--- config.mk ---
export PLATFORM = sky130hd
export DESIGN_NAME = net_irq_unit
export DESIGN_NICKNAME = d
export VERILOG_FILES = /design/src/rtl/net_irq_pkg.sv /design/src/rtl/net_irq_w1c_bit.sv /design/src/rtl/net_irq_tally.sv /design/src/rtl/net_irq_unit.sv
export SDC_FILE = /design/constraint.sdc
export NUM_CORES = 1
export LEC_CHECK = 0
export BUFFER_PORTS_ARGS = -buffer_cell sky130_fd_sc_hd__buf_4
export CORE_ASPECT_RATIO = 0.8
export CORE_MARGIN = 1.5
export CORE_UTILIZATION = 40
export CTS_CLUSTER_DIAMETER = 200
export DETAILED_ROUTE_END_ITERATION = 8
export SYNTH_ARGS = -nofsm -noshare
export SYNTH_HDL_FRONTEND = slang
export SYNTH_SLANG_ARGS = --single-unit
--- constraint.sdc ---
create_clock -name clk -period 1.6 [get_ports clk]
set_clock_uncertainty 0.2 [all_clocks]
set_input_delay 0.32 -clock clk [delete_from_list [all_inputs] [get_ports clk]]
set_output_delay 0.32 -clock clk [all_outputs]
set_load 0.05 [all_outputs]
--- src/rtl/net_irq_pkg.sv ---
package net_irq_pkg;
  // status bit positions (read by software and by the interrupt OR)
  localparam int BIT_RX_OK   = 0;
  localparam int BIT_TX_OK   = 1;
  localparam int BIT_RX_ERR  = 2;
  localparam int BIT_TX_ERR  = 3;
  localparam int BIT_OVW     = 4;
  localparam int BIT_CNT_OVF = 5;
  localparam int BIT_RDMA    = 6;
  localparam int BIT_STOPPED = 7;
  localparam int NUM_SRC     = 7;

  // register offsets
  localparam int OFS_STATUS = 0;
  localparam int OFS_ENABLE = 1;
  localparam int OFS_TALLY0 = 2;
  localparam int NUM_TALLY  = 3;
endpackage

--- src/rtl/net_irq_w1c_bit.sv ---
module net_irq_w1c_bit #(
  parameter logic RST_VAL = 1'b0
) (
  input  logic clk,
  input  logic rst_n,
  input  logic set_i,
  input  logic clr_i,
  output logic q_o
);
  always_ff @(posedge clk) begin
    if (!rst_n)     q_o <= RST_VAL;
    else if (set_i) q_o <= 1'b1;
    else if (clr_i) q_o <= 1'b0;
  end

  // a set beats a simultaneous clear
  assert_set_wins_R3: assert property (@(posedge clk) disable iff (!rst_n)
    set_i |=> q_o);
  assert_clear_takes_R3: assert property (@(posedge clk) disable iff (!rst_n)
    (clr_i && !set_i) |=> !q_o);
  // sticky while nothing acts on it
  assert_sticky_R2: assert property (@(posedge clk) disable iff (!rst_n)
    (!set_i && !clr_i) |=> $stable(q_o));
endmodule

--- src/rtl/net_irq_tally.sv ---
module net_irq_tally #(
  parameter int CNT_W = 8
) (
  input  logic             clk,
  input  logic             rst_n,
  input  logic             inc_i,
  input  logic             rd_clr_i,
  output logic [CNT_W-1:0] cnt_o
);
  localparam logic [CNT_W-1:0] CNT_MAX = '1;
  localparam logic [CNT_W-1:0] CNT_ONE = CNT_W'(1);

  always_ff @(posedge clk) begin
    if (!rst_n)                         cnt_o <= '0;
    else if (rd_clr_i)                  cnt_o <= inc_i ? CNT_ONE : '0;
    else if (inc_i && cnt_o != CNT_MAX) cnt_o <= cnt_o + CNT_ONE;
  end

  assert_read_clears_R8: assert property (@(posedge clk) disable iff (!rst_n)
    (rd_clr_i && !inc_i) |=> cnt_o == '0);
  assert_read_keeps_event_R8: assert property (@(posedge clk) disable iff (!rst_n)
    (rd_clr_i && inc_i) |=> cnt_o == CNT_ONE);
  assert_saturate_R7: assert property (@(posedge clk) disable iff (!rst_n)
    (!rd_clr_i && cnt_o == CNT_MAX) |=> cnt_o == CNT_MAX);
  assert_step_R7: assert property (@(posedge clk) disable iff (!rst_n)
    (!rd_clr_i && inc_i && cnt_o != CNT_MAX) |=> cnt_o == $past(cnt_o) + CNT_ONE);
endmodule

--- src/rtl/net_irq_unit.sv ---
module net_irq_unit
  import net_irq_pkg::*;
#(
  parameter int ADDR_W = 3,
  parameter int CNT_W  = 8
) (
  input  logic              clk,
  input  logic              rst_n,
  input  logic              evt_rx_ok_i,
  input  logic              evt_tx_ok_i,
  input  logic              evt_rx_err_i,
  input  logic              evt_tx_err_i,
  input  logic              evt_ring_ovw_i,
  input  logic              evt_rdma_done_i,
  input  logic              stop_cmd_i,
  input  logic              start_cmd_i,
  input  logic              pkt_removed_i,
  input  logic              inc_align_i,
  input  logic              inc_crc_i,
  input  logic              inc_miss_i,
  input  logic              wr_en_i,
  input  logic              rd_en_i,
  input  logic [ADDR_W-1:0] addr_i,
  input  logic [7:0]        wr_data_i,
  output logic [7:0]        rd_data_o,
  output logic              irq_o
);
  localparam logic [7:0] ENABLE_RW = 8'h7F;

  logic [7:0]           status_q;
  logic [7:0]           enable_q;
  logic [NUM_SRC-1:0]   src_v;
  logic [NUM_TALLY-1:0] tally_inc;
  logic [NUM_TALLY-1:0] tally_msb;
  logic [CNT_W-1:0]     tally_cnt [NUM_TALLY];
  logic                 wr_status;

  assign wr_status = wr_en_i && (addr_i == ADDR_W'(OFS_STATUS));
  assign tally_inc = {inc_miss_i, inc_crc_i, inc_align_i};

  assign src_v[BIT_RX_OK]   = evt_rx_ok_i;
  assign src_v[BIT_TX_OK]   = evt_tx_ok_i;
  assign src_v[BIT_RX_ERR]  = evt_rx_err_i;
  assign src_v[BIT_TX_ERR]  = evt_tx_err_i;
  assign src_v[BIT_OVW]     = evt_ring_ovw_i;
  assign src_v[BIT_CNT_OVF] = |tally_msb;
  assign src_v[BIT_RDMA]    = evt_rdma_done_i;

  // tally counters
  for (genvar t = 0; t < NUM_TALLY; t++) begin : g_tally
    net_irq_tally #(.CNT_W(CNT_W)) u_tally (
      .clk     (clk),
      .rst_n   (rst_n),
      .inc_i   (tally_inc[t]),
      .rd_clr_i(rd_en_i && (addr_i == ADDR_W'(OFS_TALLY0 + t))),
      .cnt_o   (tally_cnt[t])
    );
    assign tally_msb[t] = tally_cnt[t][CNT_W-1];
  end

  // status bits 0..6: latched sources, except the derived overflow bit
  for (genvar i = 0; i < NUM_SRC; i++) begin : g_stat
    if (i == BIT_CNT_OVF) begin : g_derived
      assign status_q[i] = src_v[i];
    end else begin : g_latched
      net_irq_w1c_bit #(.RST_VAL(1'b0)) u_bit (
        .clk  (clk),
        .rst_n(rst_n),
        .set_i(src_v[i]),
        .clr_i(wr_status && wr_data_i[i]),
        .q_o  (status_q[i])
      );
    end
  end

  // stopped flag: state driven, not software writable
  net_irq_w1c_bit #(.RST_VAL(1'b1)) u_stopped (
    .clk  (clk),
    .rst_n(rst_n),
    .set_i(stop_cmd_i || evt_ring_ovw_i),
    .clr_i(start_cmd_i || pkt_removed_i),
    .q_o  (status_q[BIT_STOPPED])
  );

  always_ff @(posedge clk) begin
    if (!rst_n)
      enable_q <= '0;
    else if (wr_en_i && addr_i == ADDR_W'(OFS_ENABLE))
      enable_q <= wr_data_i & ENABLE_RW;
  end

  always_comb begin
    rd_data_o = '0;
    if (addr_i == ADDR_W'(OFS_STATUS))      rd_data_o = status_q;
    else if (addr_i == ADDR_W'(OFS_ENABLE)) rd_data_o = enable_q;
    else begin
      for (int t = 0; t < NUM_TALLY; t++)
        if (addr_i == ADDR_W'(OFS_TALLY0 + t)) rd_data_o = 8'(tally_cnt[t]);
    end
  end

  assign irq_o = |(status_q[NUM_SRC-1:0] & enable_q[NUM_SRC-1:0]);

  assert_enable_top_zero_R4: assert property (@(posedge clk) disable iff (!rst_n)
    (rd_en_i && addr_i == ADDR_W'(OFS_ENABLE)) |-> !rd_data_o[7]);
  assert_all_disabled_quiet_R5: assert property (@(posedge clk) disable iff (!rst_n)
    (wr_en_i && addr_i == ADDR_W'(OFS_ENABLE) && wr_data_i == 8'h00) |=> !irq_o);
  assert_stop_sets_R6: assert property (@(posedge clk) disable iff (!rst_n)
    (stop_cmd_i || evt_ring_ovw_i) |=> status_q[BIT_STOPPED]);
  assert_stopped_readonly_R6: assert property (@(posedge clk) disable iff (!rst_n)
    (wr_status && !stop_cmd_i && !evt_ring_ovw_i && !start_cmd_i && !pkt_removed_i)
      |=> $stable(status_q[BIT_STOPPED]));
endmodule

==> summary.md <==
| Metric | Value |
|---|---|
| Worst skew pair latency | `0.29 ns` |
| Final hold viol count | `0` |
| GRT met2 Usage | `0.342` |
| Critical-path cell list | `or3_4, o211ai_1, o221ai_4, buf_6` |
| CTS tree | `done` |
| Yosys warns | `0` |
| Final instance area | `3450 um2` |
| Worst Path Arrival | `1.64 ns` |
| Crit Path Class | `reg -> out` |
| DIE AREA | `around 6000 um2` |
| Remaining DRCs | `0` |
| CP required | `about 1.1 ns` |
| Final setup violation count | `9` |
| Final nets | `between 300 and 400` |
| CTS Root Cell | `clkbuf_8` |
| FF+latch count, synth | `38` |
| Htree depth | `2` |
| Critical Path End | `rd_data_o[5]` |
| Status | `finished, violations left` |
| Post-Syn Area per Cell | `a little under 9 um2` |
| FF+latch area | `788 um2` |
| Leakage power | `1.38 nW` |
| CP max stage delay | `0.38 ns` |
| Synthesized cell area | `2210 um2` |
| Start point of the critical path | `g_tally[2].u_tally.cnt_o[7]$_SDFFE_PN0P_` |
| FMAX | `between 400 and 500 MHz` |
| I/O Buffers | `34` |
| Type of the most critical hold path | `in -> reg` |
| Core area | `approximately 5000 um2` |
| Violated checks | `negative setup slack` |
| CP max-delay cell | `or3_4` |
| Buf/Inv on CP | `1` |
| GR Util met3 | `0.0452` |
| Fraction of layout cells with a size suffix above 1 | `0.454` |
| Setup crit start kind | `flip-flop` |
| Number of cell rows | `23` |
| Post-Syn Instances | `248` |
| R2R setup slack | `0.06 ns` |
| Fin util | `0.670` |
| Reg clk slew, reported paths | `roughly 0.09 ns` |
| GP Congestion | `0.818` |
| Die height | `69.5 um` |
| Via density | `5.82` |
| R2r endpoint | `g_tally[0].u_tally.cnt_o[7]$_SDFFE_PN0P_` |
| Final Cycle Share | `1.35` |
| Syn_nets | `278` |
| Minimum clock period | `2.16 ns` |
| Longest Clk Path Bufs | `2` |
| PnR worst setup slack | `-0.562 ns` |
| CP top delay family | `compound AO/OA/AOI/OAI gates` |
| Met1 track demand over resource | `0.338` |
| Sequential area share after synthesis | `0.344` |
| Final cell count without fillers | `390` |
| Post-detail-place hpwl | `~4.7 mm` |
| Number of synthesized flops with an enable pin | `0` |
| Pin count of the biggest net entering global routing | `19` |
| Number of CTS-inserted buffers | `5` |
| Detailed Route WL | `6.53 mm` |
| Critical Path End Type | `output port` |
| Tot GR Track Use | `0.227` |
| MaxCap Viol Count | `0` |
| # fillers | `between 300 and 400` |
| Via Count | `about 2300` |
| I/O Pins | `36` |
| Mean routed wirelength per cell | `16.7 um` |
| Congestion Overflow GR | `0` |
| RSZ-0062 raised after global routing | `yes` |
| Die width | `between 80 and 90 um` |
| Vias in the first global route | `2180` |
| Area occupied by multi-input gates | `1610 um2` |
| Clk sink count | `38` |
| Inst Count DP | `373` |
| Worst slew margin | `0.784` |
| Max VDD drop | `696 uV` |
| FF-to-FF path depth | `6` |
| Ys flop type | `dfxtp_1` |
| Placement Cell Area | `2980 um2` |
| Pwr dens | `723 nW/um2` |
| CP Depth | `4` |
| Final slew viol count | `0` |
| Final ANT Viol Nets | `0` |
| Initial antenna violation count | `0` |
| DRT iter0 DRCs | `approximately 130` |
| Max FO, Critical Path | `2` |
| Ant diodes | `0` |
| Area grow syn2layout | `56.0%` |
| Setup TNS | `-3.07 ns` |
| Pre-antenna DRT Iters | `5` |
| Slew @ Worst Pin | `0.322 ns` |
| R2R Path Start | `g_tally[0].u_tally.cnt_o[7]$_SDFFE_PN0P_` |
| Asr flop ratio synth | `0` |
| Post-synthesis cell type count | `44` |
| First-pass GRT wire length | `about 11 mm` |
| Initial Util | `0.429` |
| GR peak layer | `met2` |
| Pre-CTS worst setup slack | `-0.378 ns` |
per-layer routing:
layer / vias up / routed length, um
li1: 1124 / -
met1: 1078 / 3200
met2: 62 / 2940
met3: 4 / 353
met4: 0 / 47
met5: - / 0
synth_stat cells (all sizes together), types with 7 or more instances:
cell    count  area [um2]
a211oi      7        52.6
a21oi      14        70.1
a31oi      14        87.6
buf        13        96.3
dfxtp      38         761
inv        14        52.6
mux2i      24         240
nand2       9        33.8
nand3      11        55.1
nand4       7        43.8
nor2       11        41.3
nor3        7        35.0
o21ai       7        35.0
power breakdown:
group          internal [W]  switching [W]
combinational      0.000232       0.000211
clock              0.000666       0.000369
sequential         0.000976      0.0000387
total               0.00187       0.000619
per-stage QoR:
step	hold WS, ns	total power (W)
global placement	0.290	0.00140
detailed placement	0.299	0.00140
CTS	0.00489	0.00248
floorplan	0.219	0.00124
finish	0.0126	0.00249
global route	0.0153	0.00259
cell families (layout without fill, tap and decap cells):
logic type      Yosys count  count (layout)  share of synthesized area
compound gates           73              73                      0.224
simple gates             77              77                      0.217
mux                      26              26                      0.124
fa+ha+maj                 3               3                     0.0170
flops                    38              38                      0.344
buf+inv                  31             111                     0.0741
worst reg2reg max path, stage by stage (launching register included):
cell     delay (ns)
dfxtp_2        0.34
buf_6          0.11
buf_6          0.10
buf_4          0.13
and4_4         0.19
o31ai_1        0.25
a21oi_1        0.09
area by class of cell:
cell class	count	share of cell area
Tap cell	62	0.0225
Clock buffer	6	0.0239
Sequential cell	38	0.229
Clock inverter	2	0.0174
Timing Repair Buffer	89	0.227
Multi-Input combinational cell	179	0.465
Inverter	14	0.0152
worst min-delay path by stage:
| stage | start | end | slack, ns | cells after the start |
|---|---|---|---|---|
| after global routing | wr_data_i[3] | g_stat[3].g_latched.u_bit.q_o$_SDFFE_PN0P_ | 0.02 | 2 |
| after global placement | u_stopped.q_o$_SDFFE_PP1P_ | u_stopped.q_o$_SDFFE_PP1P_ | 0.29 | 1 |
| after floorplan | evt_ring_ovw_i | u_stopped.q_o$_SDFFE_PP1P_ | 0.22 | 1 |
| final | wr_data_i[4] | g_stat[4].g_latched.u_bit.q_o$_SDFFE_PN0P_ | 0.01 | 2 |
| after detailed placement | u_stopped.q_o$_SDFFE_PP1P_ | u_stopped.q_o$_SDFFE_PP1P_ | 0.30 | 1 |
| after CTS | stop_cmd_i | u_stopped.q_o$_SDFFE_PP1P_ | 0.005 | 2 |
state kept, by name, indices dropped and copies added, names as in the netlist:
register and flops:
u_stopped.q_o 1, g_tally.u_tally.cnt_o 24, enable_q 7, g_stat.g_latched.u_bit.q_o 6
placed cells by master, fill, tap and decap left out, types with 10 or more instances in the layout:
master   count
buf_4       68
dfxtp_1     20
mux2i_1     16
dfxtp_2     16
inv_1       14
a21oi_1     14
a31oi_1     14
buf_6       12
nor2_1      10
nand3_1     10
what timing repair did:
action                                 4_1_cts  5_1_grt
resized for setup                           41       24
buffers inserted                             2        4
pin swaps                                    7        7
endpoints found under the hold margin        3        1
hold buffers                                 3        1
setup endpoints to repair                   10       19
(Power assumes the default switching activity.)
